<file path="config.mk">
export PLATFORM = sky130hd
export DESIGN_NAME = qport_top
export DESIGN_NICKNAME = d
export VERILOG_FILES = /design/src/rtl/qport_pkg.sv /design/src/rtl/qport_fifo.sv /design/src/rtl/qport_irq.sv /design/src/rtl/qport_top.sv
export SDC_FILE = /design/constraint.sdc
export NUM_CORES = 1
export LEC_CHECK = 0
export BUFFER_PORTS_ARGS = -buffer_cell sky130_fd_sc_hd__clkbuf_2
export CORE_UTILIZATION = 55
export CTS_CLUSTER_SIZE = 25
export DETAILED_ROUTE_END_ITERATION = 16
export PLACE_DENSITY = 0.87
export SKIP_LAST_GASP = 1
export SYNTH_ARGS = -nofsm -noshare
export SYNTH_HDL_FRONTEND = slang
export SYNTH_HIERARCHICAL = 1
export SYNTH_SLANG_ARGS = --single-unit
</file>
<file path="constraint.sdc">
create_clock -name clk -period 5.5 [get_ports clk]
set_clock_uncertainty 0.15 [all_clocks]
set_input_delay 1.1 -clock clk [delete_from_list [all_inputs] [get_ports clk]]
set_output_delay 1.1 -clock clk [all_outputs]
set_load 0.005 [all_outputs]
</file>
<file path="src/rtl/qport_pkg.sv">
// Shared offsets and constants for the queue port block.
package qport_pkg;
    localparam logic [7:0] OFS_STATUS = 8'h30;
    localparam logic [7:0] OFS_MASK   = 8'h34;
    localparam logic [7:0] OFS_REQ    = 8'h40;
    localparam logic [7:0] OFS_REPLY  = 8'h44;
    localparam logic [31:0] MASK_WRITABLE = 32'h0000_0309;
    localparam logic [31:0] EMPTY_MARK    = 32'hFFFF_FFFF;
    localparam int STS_REPLY_BIT = 3;
endpackage

</file>
<file path="src/rtl/qport_fifo.sv">
// Generic synchronous FIFO.
// Assumes: a push while full is dropped, and a pop while empty is ignored.
// Head data is shown combinationally.
module qport_fifo #(
    parameter int W     = 32,
    parameter int DEPTH = 8
) (
    input  logic         clk,
    input  logic         rst_n,
    input  logic         push,
    input  logic [W-1:0] din,
    input  logic         pop,
    output logic [W-1:0] dout,
    output logic         empty,
    output logic         full
);
    localparam int PW = (DEPTH > 1) ? $clog2(DEPTH) : 1;
    localparam int CW = $clog2(DEPTH + 1);

    logic [W-1:0]  mem [DEPTH];
    logic [PW-1:0] wp, rp;
    logic [CW-1:0] cnt;
    logic          do_push, do_pop;

    function automatic logic [PW-1:0] nxt(input logic [PW-1:0] p);
        return (p == PW'(DEPTH - 1)) ? '0 : p + 1'b1;
    endfunction

    assign empty   = (cnt == '0);
    assign full    = (cnt == CW'(DEPTH));
    assign do_push = push && !full;
    assign do_pop  = pop && !empty;
    assign dout    = mem[rp];

    // Store data on an accepted push.
    always_ff @(posedge clk) begin
        if (do_push) mem[wp] <= din;
    end

    // Advance the pointers and the occupancy count.
    always_ff @(posedge clk) begin
        if (!rst_n) begin
            wp  <= '0;
            rp  <= '0;
            cnt <= '0;
        end else begin
            if (do_push) wp <= nxt(wp);
            if (do_pop)  rp <= nxt(rp);
            if (do_push && !do_pop)      cnt <= cnt + 1'b1;
            else if (do_pop && !do_push) cnt <= cnt - 1'b1;
        end
    end
endmodule

</file>
<file path="src/rtl/qport_irq.sv">
// Reply status bit, mask register and interrupt output.
// Assumes: ack is any host write to the status offset. The status bit sets
// from the reply FIFO level with one cycle of delay.
module qport_irq
    import qport_pkg::*;
(
    input  logic        clk,
    input  logic        rst_n,
    input  logic        ack,
    input  logic        mask_we,
    input  logic [31:0] mask_wdata,
    input  logic        reply_pending,
    output logic        sts_q,
    output logic [31:0] mask_q,
    output logic        irq
);
    // Pending-reply status: cleared by ack, otherwise set while replies wait.
    always_ff @(posedge clk) begin
        if (!rst_n)   sts_q <= 1'b0;
        else if (ack) sts_q <= 1'b0;
        else          sts_q <= sts_q | reply_pending;
    end

    // Mask register keeps only its writable bits.
    always_ff @(posedge clk) begin
        if (!rst_n)       mask_q <= '0;
        else if (mask_we) mask_q <= mask_wdata & MASK_WRITABLE;
    end

    // Interrupt is the status bit gated by its mask bit.
    always_comb irq = sts_q & ~mask_q[STS_REPLY_BIT];
endmodule

</file>
<file path="src/rtl/qport_top.sv">
// Host-facing request and reply queue ports.
// Assumes: single-cycle host strobes and a read data path decoded from the
// address in the same cycle. A read of the reply port pops at the clock edge.
module qport_top
    import qport_pkg::*;
#(
    parameter int DEPTH = 8
) (
    input  logic        clk,
    input  logic        rst_n,
    input  logic        host_wr,
    input  logic        host_rd,
    input  logic [7:0]  host_addr,
    input  logic [31:0] host_wdata,
    output logic [31:0] host_rdata,
    output logic        req_valid,
    output logic [31:0] req_frame,
    input  logic        req_ready,
    input  logic        cpl_valid,
    input  logic        cpl_fault,
    input  logic [30:0] cpl_context,
    output logic        cpl_ready,
    output logic        irq,
    output logic        req_overflow
);
    logic        req_push, req_empty, req_full;
    logic        free_push, free_pop, free_empty, free_full;
    logic [30:0] free_head;
    logic        reply_push, reply_pop, reply_empty, reply_full;
    logic [31:0] reply_din, reply_head;
    logic        sts_q;
    logic [31:0] mask_q;

    // Host write decode for the two queue ports.
    always_comb begin
        req_push  = host_wr && (host_addr == OFS_REQ);
        free_push = host_wr && (host_addr == OFS_REPLY) && !free_full;
        reply_pop = host_rd && (host_addr == OFS_REPLY);
    end

    qport_fifo #(.W(32), .DEPTH(DEPTH)) u_req (
        .clk(clk), .rst_n(rst_n), .push(req_push), .din(host_wdata),
        .pop(req_ready), .dout(req_frame), .empty(req_empty), .full(req_full)
    );
    assign req_valid = !req_empty;

    // Sticky flag for a request write dropped on a full FIFO.
    always_ff @(posedge clk) begin
        if (!rst_n)                    req_overflow <= 1'b0;
        else if (req_push && req_full) req_overflow <= 1'b1;
    end

    qport_fifo #(.W(31), .DEPTH(DEPTH)) u_free (
        .clk(clk), .rst_n(rst_n), .push(free_push), .din(host_wdata[31:1]),
        .pop(free_pop), .dout(free_head), .empty(free_empty), .full(free_full)
    );

    // Completion acceptance: reply room, plus a free frame for a fault.
    always_comb begin
        cpl_ready  = cpl_valid && !reply_full && (!cpl_fault || !free_empty);
        reply_push = cpl_ready;
        free_pop   = cpl_ready && cpl_fault;
        reply_din  = cpl_fault ? {1'b1, free_head} : {1'b0, cpl_context};
    end

    qport_fifo #(.W(32), .DEPTH(DEPTH)) u_reply (
        .clk(clk), .rst_n(rst_n), .push(reply_push), .din(reply_din),
        .pop(reply_pop), .dout(reply_head), .empty(reply_empty), .full(reply_full)
    );

    qport_irq u_irq (
        .clk(clk), .rst_n(rst_n),
        .ack(host_wr && (host_addr == OFS_STATUS)),
        .mask_we(host_wr && (host_addr == OFS_MASK)),
        .mask_wdata(host_wdata),
        .reply_pending(!reply_empty),
        .sts_q(sts_q), .mask_q(mask_q), .irq(irq)
    );

    // Host read data multiplexer.
    always_comb begin
        host_rdata = '0;
        case (host_addr)
            OFS_STATUS: host_rdata[STS_REPLY_BIT] = sts_q;
            OFS_MASK:   host_rdata = mask_q;
            OFS_REPLY:  host_rdata = reply_empty ? EMPTY_MARK : reply_head;
            default:    host_rdata = '0;
        endcase
    end
endmodule

</file>
==> After elaboration in Yosys (flattened, before gate mapping) <==
Memories as Yosys holds them, arrays and structs flattened. A register that Yosys moved wholly into a read port is not among the register bits.
Index checks and enable logic that the tools add are counted.
W data, S select, Z words.
{ "classes": {"bitwise_logic": 4, "n_reduce_logical": 43, "add_sub_neg": 12, "n_mux": 29, "n_eq_ne": 13} }
{ "op_table": {"columns": ["cell", "count"], "rows": [
  ["$mux W32", 2],
  ["$pmux W28 S2", 1],
  ["$mux W3", 12],
  ["$mux W4", 6],
  ["$logic_and A1 B1 Y1", 22],
  ["$add A3 B1 Y3 const B", 6],
  ["$eq A3 B3 Y1 const B", 6],
  ["$eq A8 B6 Y1 const B", 2],
  ["$eq A8 B7 Y1 const B", 2],
  ["$logic_not A1 Y1", 13],
  ["$add A4 B1 Y4 const B", 3],
  ["$eq A4 B4 Y1 const B", 3],
  ["$logic_not A4 Y1", 3],
  ["$sub A4 B1 Y4 const B", 3],
  ["$mux W1", 6],
  ["$pmux W3 S2", 1],
  ["$reduce_bool A2 Y1", 3],
  ["$pmux W1 S3", 1],
  ["$not A1 Y1", 2],
  ["$reduce_or A2 Y1", 1],
  ["$and A1 B1 Y1", 1],
  ["$logic_or A1 B1 Y1", 1],
  ["$or A1 B1 Y1", 1]
]} }
{ "word_totals": {"n_memories": 3, "wordCells": 116, "ram_bits": 760, "regBits": 36, "in_bits": 78} }
{ "mem_list": {"columns": ["name", "words", "width", "rd", "rd_clocked_by_memory_dff", "write_ports", "line_no", "rtl"], "rows": [
  ["u_reply.mem", 8, 32, 1, 1, 1, "qport_fifo.sv:20", "logic [W-1:0] mem [DEPTH];"],
  ["u_req.mem", 8, 32, 1, 1, 1, "qport_fifo.sv:20", null],
  ["u_free.mem", 8, 31, 1, 1, 1, "qport_fifo.sv:20", null]
]} }

==> Depth between registers and ports, before layout <==
Gate-level depths: netlist of run 1.
{ "logic_depth": {"ltp_word": 9, "depth_mapped": 13} }

==> Hierarchy <==
Netlist of run 1, hierarchy kept.
{ "modules_own_cells": {"columns": ["module", "cells_per_inst", "n_inst", "seq_area_each_um2", "area_each_um2"], "rows": [
  ["qport_fifo (u_reply ...)", 446, 2, 7947.6, 10472.5],
  ["qport_fifo (u_free)", 434, 1, 7707.4, 10248.6],
  ["qport_top", 131, 1, 20.0, 1238.7],
  ["qport_irq", 46, 1, 100.1, 407.9]
]} }

==> Worst setup path after synthesis of run 1 <==
Ideal clock, no wire load.
{ "synth_timing": {"path_type": "input-to-reg", "startpoint": "input host_addr[3]", "endpoint": "memory u_req.mem[0][0], enable pin", "cell_stages": 5, "n_path_buf": 1, "setup_time_ps": 501, "arrival_time_ps": 5158, "slack_ps": -309, "cell_sequence": "nor4_1 and3_2 a21bo_2 buf_2 nor4_1"} }
{ "synth_via": {"elab_chain_len": 5} }
{ "synth_lines": {"columns": ["element", "line_no", "rtl"], "rows": [
  ["start: declaration", "qport_top.sv:13", "input logic [7:0] host_addr,"],
  ["$eq A8 B7 Y1", "qport_top.sv:36", "req_push = host_wr && (host_addr == OFS_REQ);"],
  ["$logic_and A1 B1 Y1", "qport_top.sv:36", null],
  ["net req_push", "qport_top.sv:26", "logic req_push, req_empty, req_full;"],
  ["$logic_and A1 B1 Y1", "qport_fifo.sv:31", "assign do_push = push && !full;"],
  ["$mux W1", "qport_fifo.sv:37", "if (do_push) mem[wp] <= din;"],
  ["$mux W1 (not written as such)", "qport_fifo.sv:37", null],
  ["end: declaration", "qport_fifo.sv:20", null]
]} }
The timed path passes the listed nets, and every way through them passes these cells.

==> results.txt, run 1 <==
- The initial utilization of the core area, before any placement, comes to 55.64%.
* I/O pins: 146
- Count of max-cap constraint violations: 0
* Slew Viols, Final: 0
* Crit. End Element: primary output
- Peak supply drop: 315.0 uV
* Horizontal extent of the die: 246.4 um
- Total routing resource utilization after global routing: 23.77%
- The detailed router placed 15790 vias in this run.
* WP data arrival: 3240 ps
* Instance count on the critical path: 5
- Outcome: finished, final reports clean
* Routed wire per std cell: 28.40 um
* Most instantiated library cell after synthesis: edfxtp_1
- The number of cells on the worst reg-to-reg path is 12.
- Destination of the worst register-to-register timing path: u_reply/cnt[3]
- Clock tree from TritonCTS: built
- The worst register-to-register path has a setup slack of 1940 ps.
* Slowest cell delay on critical path: 1040 ps
* Placement Cell Area: 34310 um^2
- In this run the worst setup path terminates at host_rdata[25].
* Class of the most critical hold timing path: register to register
* Fraction of the yosys area taken by sequential cells: 72.24%
* Hold buffers post-CTS: 0
- The routed design could run at a clock period as short as 4489 ps.
* Ranking of synthesized cells by area: edfxtp_1 (69%), mux4_1 (11%), mux2_2 (4.3%), mux4_2 (3.3%), dfxtp_1 (2.7%)
- Reg-to-reg startpoint: u_reply/cnt[1]
* Count of cells resized by post-cts repair: 0
* Pin count of the biggest net entering global routing: 65
* Count of buffer and inverter cells on the critical path: 1
* Top flip-flop cell by instance count after synthesis: edfxtp_1
- Register bit total from synthesis: 805
- Rel. slew slack: 21.20%
* Maximum level of the CTS H-tree: 3
- Traced cell by cell, the critical path runs through mux4_1 > mux2_2 > nor2_1 > o2bb2ai_2 > clkbuf_2.
* DRC violations left: 0
* Number of routed nets with antenna violations: 0
* Final WL: 71280 um
- Summed over all nets, the half-perimeter wirelength after detailed placement is 39510 um.
- Post-synth top area share: 69.49%
- Worst Path Max Fanout: 64
- Cell at the slowest stage of the critical path: dfxtp_4
- Power density normalized to cell area: 360.5 nW/um^2
- The kind of cell with the highest combined delay along the critical path is flip-flops.
- The setup path with the least slack is of type register to primary output.
* Critical path required time: 4250 ps
- After routing the design area is 36760 um^2.
- Initial antenna violation count: 2
- Layout-stage area growth over the synthesis result: 11.93%
- Ratio of routed vias to standard cells: 6.290
- Derived from the worst setup path, the maximum achievable clock frequency is 0.2228 GHz.
- For this design, the sink count on the clock tree is 805.
* First-pass detailed-route iteration total: 5
* Vias in the first global route: 16020
- The floorplan step defined a die boundary enclosing 60690 um^2.
* Fraction of layout instances using a drive strength above 1: 30.82%
- Violation count after the first detailed-routing iteration: 1410
- For the pin with the worst max-slew slack, the measured transition is 1182 ps.
- RSZ-0062 raised after global routing: no
- At the end of the flow, the number of nets in the layout was 1784.
- Port buffer count: 145
- Summing every instance area after synthesis gives 32840 um^2.
* Ratio of final minimum period to clock period: 81.62%
- Counting along the longest clock path gives a buffer depth of 3.
- Yosys mapped the design onto 46 distinct sky130hd cell types.
- Cell count after synthesis: 1503
- Latest clock arrival within the worst-skew pair: 620 ps
* Final setup violation count: 0
* Die height: 246.4 um
* Yosys warning count: 6
- Most instantiated cells after synthesis: edfxtp_1 (760), mux4_1 (142), mux2_2 (126), mux4_2 (48)
* Number of failing hold endpoints at the final stage: 0
- After clock tree synthesis, the setup repair step added 0 buffers.
- For this design the static power due to leakage is 0.01204 uW.
- Cell accounting for the most synthesized area: edfxtp_1
* Share of async-settable or async-resettable flops after synthesis: 0%
* Final total negative setup slack: 0 ps
- Final weighted congestion in routability-driven placement: 0.8075
* Floorplan row count: 89
- CP Launch Type: register
- The number of clock buffers added by TritonCTS is 75.
- CTS clk-pin slew, worst paths: 60 ps
* First-pass GRT wire length: 103400 um
- The total area inside the core boundary comes to 59020 um^2.
- Total congestion overflow: 0
* Syn_area_per_cell: 21.85 um^2
- Number of flops mapped to enable cells by yosys: 760
- Cell at the root of the clock tree: clkbuf_16
report_power, final:
part | internal, uW | switching [uW] | total [uW]
combinational | 563 | 535 | 1100
sequential | 6770 | 191 | 6960
clock | 3010 | 2180 | 5190
worst min-delay path by stage:
stage | start | end | slack, ps | cells past startpoint
6_report | u_req/rp[1] | register | 400 | 2
5_1_grt | u_reply/rp[1] | register | 430 | 2
4_1_cts | u_free/rp[1] | register | 390 | 2
3_5_place_dp | u_free/rp[1] | register | 380 | 2
3_3_place_gp | u_req/rp[1] | register | 360 | 2
2_1_floorplan | u_irq/sts_q | u_irq/sts_q | 330 | 2
worst register-to-register path, stage by stage (launching register included):
cell and delay (ps):
dfxtp_1 520, nor3_1 170, and2_1 190, a211oi_1 550, a21bo_2 390, inv_1 150, ha_1 190, inv_1 100
ha_1 330, a21oi_1 210, a211oi_1 130, a31oi_1 220, mux2i_1 200
routing by layer:
metal  global-route usage [%]  share of wire, %  vias up
met5                        0                 0        -
met4                    7.680               3.0        0
met3                    3.911               6.8      114
met2                    41.63                53      782
met1                    30.31                38     8272
li1                         -                 -     6621
stage by stage:
| step | util, % | instances | total power [uW] | hold WS (ps) | setup slack (ps) |
|---|---|---|---|---|---|
| after floorplan | - | 1530 | 7790 | 331.8 | 382.7 |
| after global placement | 58.14 | 2378 | 8110 | 357.5 | 1356 |
| after detailed placement | 58.14 | 2378 | 8167 | 384.1 | 1191 |
| after CTS | 62.27 | 2509 | 13320 | 394.3 | 1025 |
| after global routing | 62.28 | 2510 | 13620 | 429.3 | 915.9 |
| final | 62.28 | 2510 | 13250 | 396.2 | 1011 |
cell families after synthesis:
| kind of cell | share of synthesized area, % |
|---|---|
| compound gates | 2.328 |
| mux | 19.37 |
| fa+ha+maj | 0.9830 |
| buf+inv | 2.415 |
| xor+xnor | 0.1600 |
| simple gates | 2.495 |
| other cells | 0.01142 |
| flops | 72.24 |
area by class of cell:
type | instances | area [um^2]
inverter | 9 | 33.78
clock buffer | 90 | 2038
tap | 773 | 967.2
antenna | 1 | 2.502
timing repair buffer | 181 | 996.0
fill | 3766 | 22260
multi-input combinational | 610 | 8578
clock inverter | 41 | 402.9
sequential | 805 | 23740
layout by cell type, fill, tap and decap left out, drive strengths merged, types with 4 or more instances in the layout:
cell type,Yosys,routed
mux4,190,190
mux2,126,126
bufinv,0,8
clkinv,0,27
a21boi,9,9
xnor2,6,6
dfxtp,45,45
clkbuf,26,235
conb,1,28
clkinvlp,0,5
nand2,25,25
inv,9,10
and3,4,4
a211oi,4,4
o2bb2ai,31,31
mux2i,13,13
nor4,7,7
and2,11,11
nand3,5,5
nand2b,9,9
edfxtp,760,760
a21oi,9,9
ha,21,21
nor3,18,18
buf,80,36
nor2b,18,18
nor3b,4,4
nor2,45,45
registers in the layout (all words and copies together) (netlist names), named ones only:
signal and count:
req_overflow 1, u_free/cnt 4, u_free/mem 248, u_free/rp 3
u_free/wp 3, u_irq/mask_q 4, u_irq/sts_q 1, u_reply/cnt 4
u_reply/mem 256, u_reply/rp 3, u_reply/wp 3, u_req/cnt 4
u_req/mem 256, u_req/rp 3, u_req/wp 3
Power figures use the tool's default switching activity.
==> run 2, diff against run 1 <==
--- a/config.mk
+++ b/config.mk
@@ -6,10 +6,10 @@
 export NUM_CORES = 1
 export LEC_CHECK = 0
 export BUFFER_PORTS_ARGS = -buffer_cell sky130_fd_sc_hd__clkbuf_2
-export CORE_UTILIZATION = 55
+export CORE_UTILIZATION = 60
 export CTS_CLUSTER_SIZE = 25
 export DETAILED_ROUTE_END_ITERATION = 16
-export PLACE_DENSITY = 0.87
+export PLACE_DENSITY = 0.9
 export SKIP_LAST_GASP = 1
 export SYNTH_ARGS = -nofsm -noshare
 export SYNTH_HDL_FRONTEND = slang
==> constraint.sdc (replaced) <==
create_clock -name clk -period 4.18 [get_ports clk]
set_clock_uncertainty 0.15 [all_clocks]
set_input_delay 0.836 -clock clk [delete_from_list [all_inputs] [get_ports clk]]
set_output_delay 0.836 -clock clk [all_outputs]
set_load 0.005 [all_outputs]
==> run 2 against run 1 <==
  * Count of clock-buffer cells in the layout increased by 12
  * Sequential power increased by 30%
  * Total power increased by 32%
  * Hold slack got worse by 24 ps
  * Critical path depth increased by 1
  * Utilization increased by 6.1 points
  * Critical path type unchanged
  * Critical endpoint is now host_rdata[3]
  * Highest routed layer unchanged
==> results.txt, run 2 (synthesis gave the netlist of run 1 again) <==
- Outcome: finished, final reports clean
- In this run, the number of DRC markers left after iteration 0 of detailed routing was 1597.
* CTS clk-pin slew, worst paths: 70 ps
- Leaving out fill and tap cells, the most frequent cell in the layout is edfxtp_1.
- Number of inserted filler cells in the final layout: 3050
- In this run the number of H-tree levels came out at 3.
- Latest clock arrival within the worst-skew pair: 630 ps
- Post-CTS Setup Repair Bufs: 0
- The count of nets left with antenna violations once routing finished came out at 0.
- Setup slack on the critical path of the routed design comes to 172.9 ps.
* Ratio of final minimum period to clock period: 95.86%
- Traced cell by cell, the critical path runs through buf_4 > mux4_1 > mux2_2 > nor2_1 > o211ai_1 > clkbuf_2.
- Number of failing hold endpoints at the final stage: 0
- The final layout contains routed wiring with a total length of 72910 um.
- Total congestion overflow: 0
* Fraction of layout instances using a drive strength above 1: 30.82%
* Crit. End Element: primary output
* Largest registers in the final layout: u_reply/mem (256), u_req/mem (256), u_free/mem (248)
- The initial antenna violation count came to 5.
* Horizontal extent of the die: 236.0 um
- First-pass GRT wire length: 106300 um
* Setup slack at placement: 245.0 ps
* Ratio of routed vias to standard cells: 6.473
- Setup violations remaining at the end of the flow were counted as 0.
- Die area: 55670 um^2
* LEAKAGE: 0.01210 uW
* Port buffer count: 145
- The HPWL after detailed placement is 40620 um.
- The core region is 53920 um^2.
- Slowest cell delay on critical path: 630 ps
- Setup total negative slack on the finished layout was measured at 0 ps.
- CTS sink cnt: 805
- Critical path required time: 3190 ps
- WP data arrival: 3020 ps
- Register Area: 23740 um^2
* WS Path Type: register to primary output
- Of all nets on the critical path, the largest fanout is 20.
* Multi-input gate area in the final layout: 8635 um^2
- Pin count of the biggest net entering global routing: 42
* Hold buffers post-CTS: 0
- For this run, the top clock speed supported by timing is 0.2496 GHz.
- Final cell utilization of the core: 68.40%
- The tree is rooted in a clkbuf_16.
- In the routed design, unresolved DRC markers number 0.
* Clk buf depth: 3
- I/O pins: 146
* Floorplan row count: 85
* Rel. slew slack: 42.16%
- Die height: 236.0 um
* Clock tree from TritonCTS: built
- After layout, the design draws a total of 17500 uW.
- Nets: 1796
* Vias after detailed routing: 15870
- Once the floorplan was initialized, standard cells occupied 60.90% of the core.
- Worst-margin pin slew: 867.6 ps
- Vias in the first global route: 16290
- CP Launch Type: register
* Commonest cells after routing, fill and taps aside: edfxtp_1 (760), clkbuf_2 (145), mux4_1 (142), mux2_2 (126), clkbuf_16 (78)
- Class of the most critical hold timing path: register to register
* RSZ-0062 raised after global routing: no
* Kind of cell adding the most delay to the critical path: multiplexers
* Count of max-cap constraint violations: 0
- For this run, the detailed router's first-pass iteration total came to 5.
- Cell at the slowest stage of the critical path: mux4_1
* Clock buffer count from CTS: 75
- Slew Viols, Final: 0
* Count of buffer and inverter cells on the critical path: 2
- Routability-driven placement finished with a final weighted congestion of 0.7661.
* Total routing resource utilization after global routing: 26.61%
- The number of gates resized after CTS was 0.
- Across the VDD grid, the largest voltage drop is 417.0 uV.
* Layout-stage area growth over the synthesis result: 12.31%
* Minimum clock period: 4007 ps
- After detailed routing, the average wire length per cell comes to 29.75 um.
* Power density normalized to cell area: 474.5 nW/um^2
==> run 2: cell count changes in the layout (fill, tap and decap cells not counted), moves of 2 or more <==
| cell | previous run | this run |
|---|---|---|
| nor3_4 | 0 | 9 |
| clkinvlp_4 | 5 | 1 |
| clkinv_2 | 12 | 7 |
| clkinv_8 | 0 | 3 |
| buf_12 | 0 | 5 |
| clkbuf_1 | 9 | 22 |
| clkinv_1 | 15 | 13 |
| nor3_2 | 12 | 3 |
| buf_4 | 36 | 43 |
| diode_2 | 1 | 3 |
==> run 2: power by group <==
group	internal, uW	switching [uW]	total, uW
clock network	3970	2910	6870
logic	762	795	1560
registers	8900	170	9070
total	13600	3870	17500
==> run 2: cell type report <==
type | instances | share of cell area, %
timing repair buffer | 193 | 3.114
clock inverter | 33 | 1.055
tap | 696 | 2.361
multi-input combinational | 610 | 23.41
inverter | 9 | 0.09160
clock buffer | 102 | 5.591
antenna | 3 | 0.02035
sequential | 805 | 64.36
==> run 2: through the flow <==
| stage | hold WS, ps | cell area, um^2 | cells |
|---|---|---|---|
| after floorplan | 331.8 | 33010 | 1530 |
| after global placement | 361.9 | 34420 | 2313 |
| after detailed placement | 355.5 | 34420 | 2313 |
| after CTS | 367.4 | 36870 | 2448 |
| after global routing | 403.4 | 36880 | 2451 |
| final | 372.5 | 36880 | 2451 |
==> run 2: layer usage <==
layer | part of all wire [%] | GRT usage, % | routed length (um) | vias up
li1 | - | - | - | 6661
met5 | 0 | 0 | 0 | -
met4 | 3.2 | 9.467 | 2321 | 0
met3 | 7.3 | 4.587 | 5309 | 131
met2 | 52 | 46.32 | 38160 | 868
met1 | 37 | 33.91 | 27120 | 8206
==> run 2: final timing paths <==
kind                                    start       endpoint  slack, ps  depth (start not counted)
worst max register to register  u_free/cnt[1]  u_free/cnt[3]        680                         12
worst min register to register    u_irq/sts_q    u_irq/sts_q        370                          2
worst min-delay path              u_irq/sts_q    u_irq/sts_q        370                          2
worst max-delay path                 register  host_rdata[3]        170                          6
==> run 2: worst min-delay path, cell delays in order, from the launching register on <==
cell	delay [ps]
dfxtp_1	320
nor2_1	100
nor3b_1	60
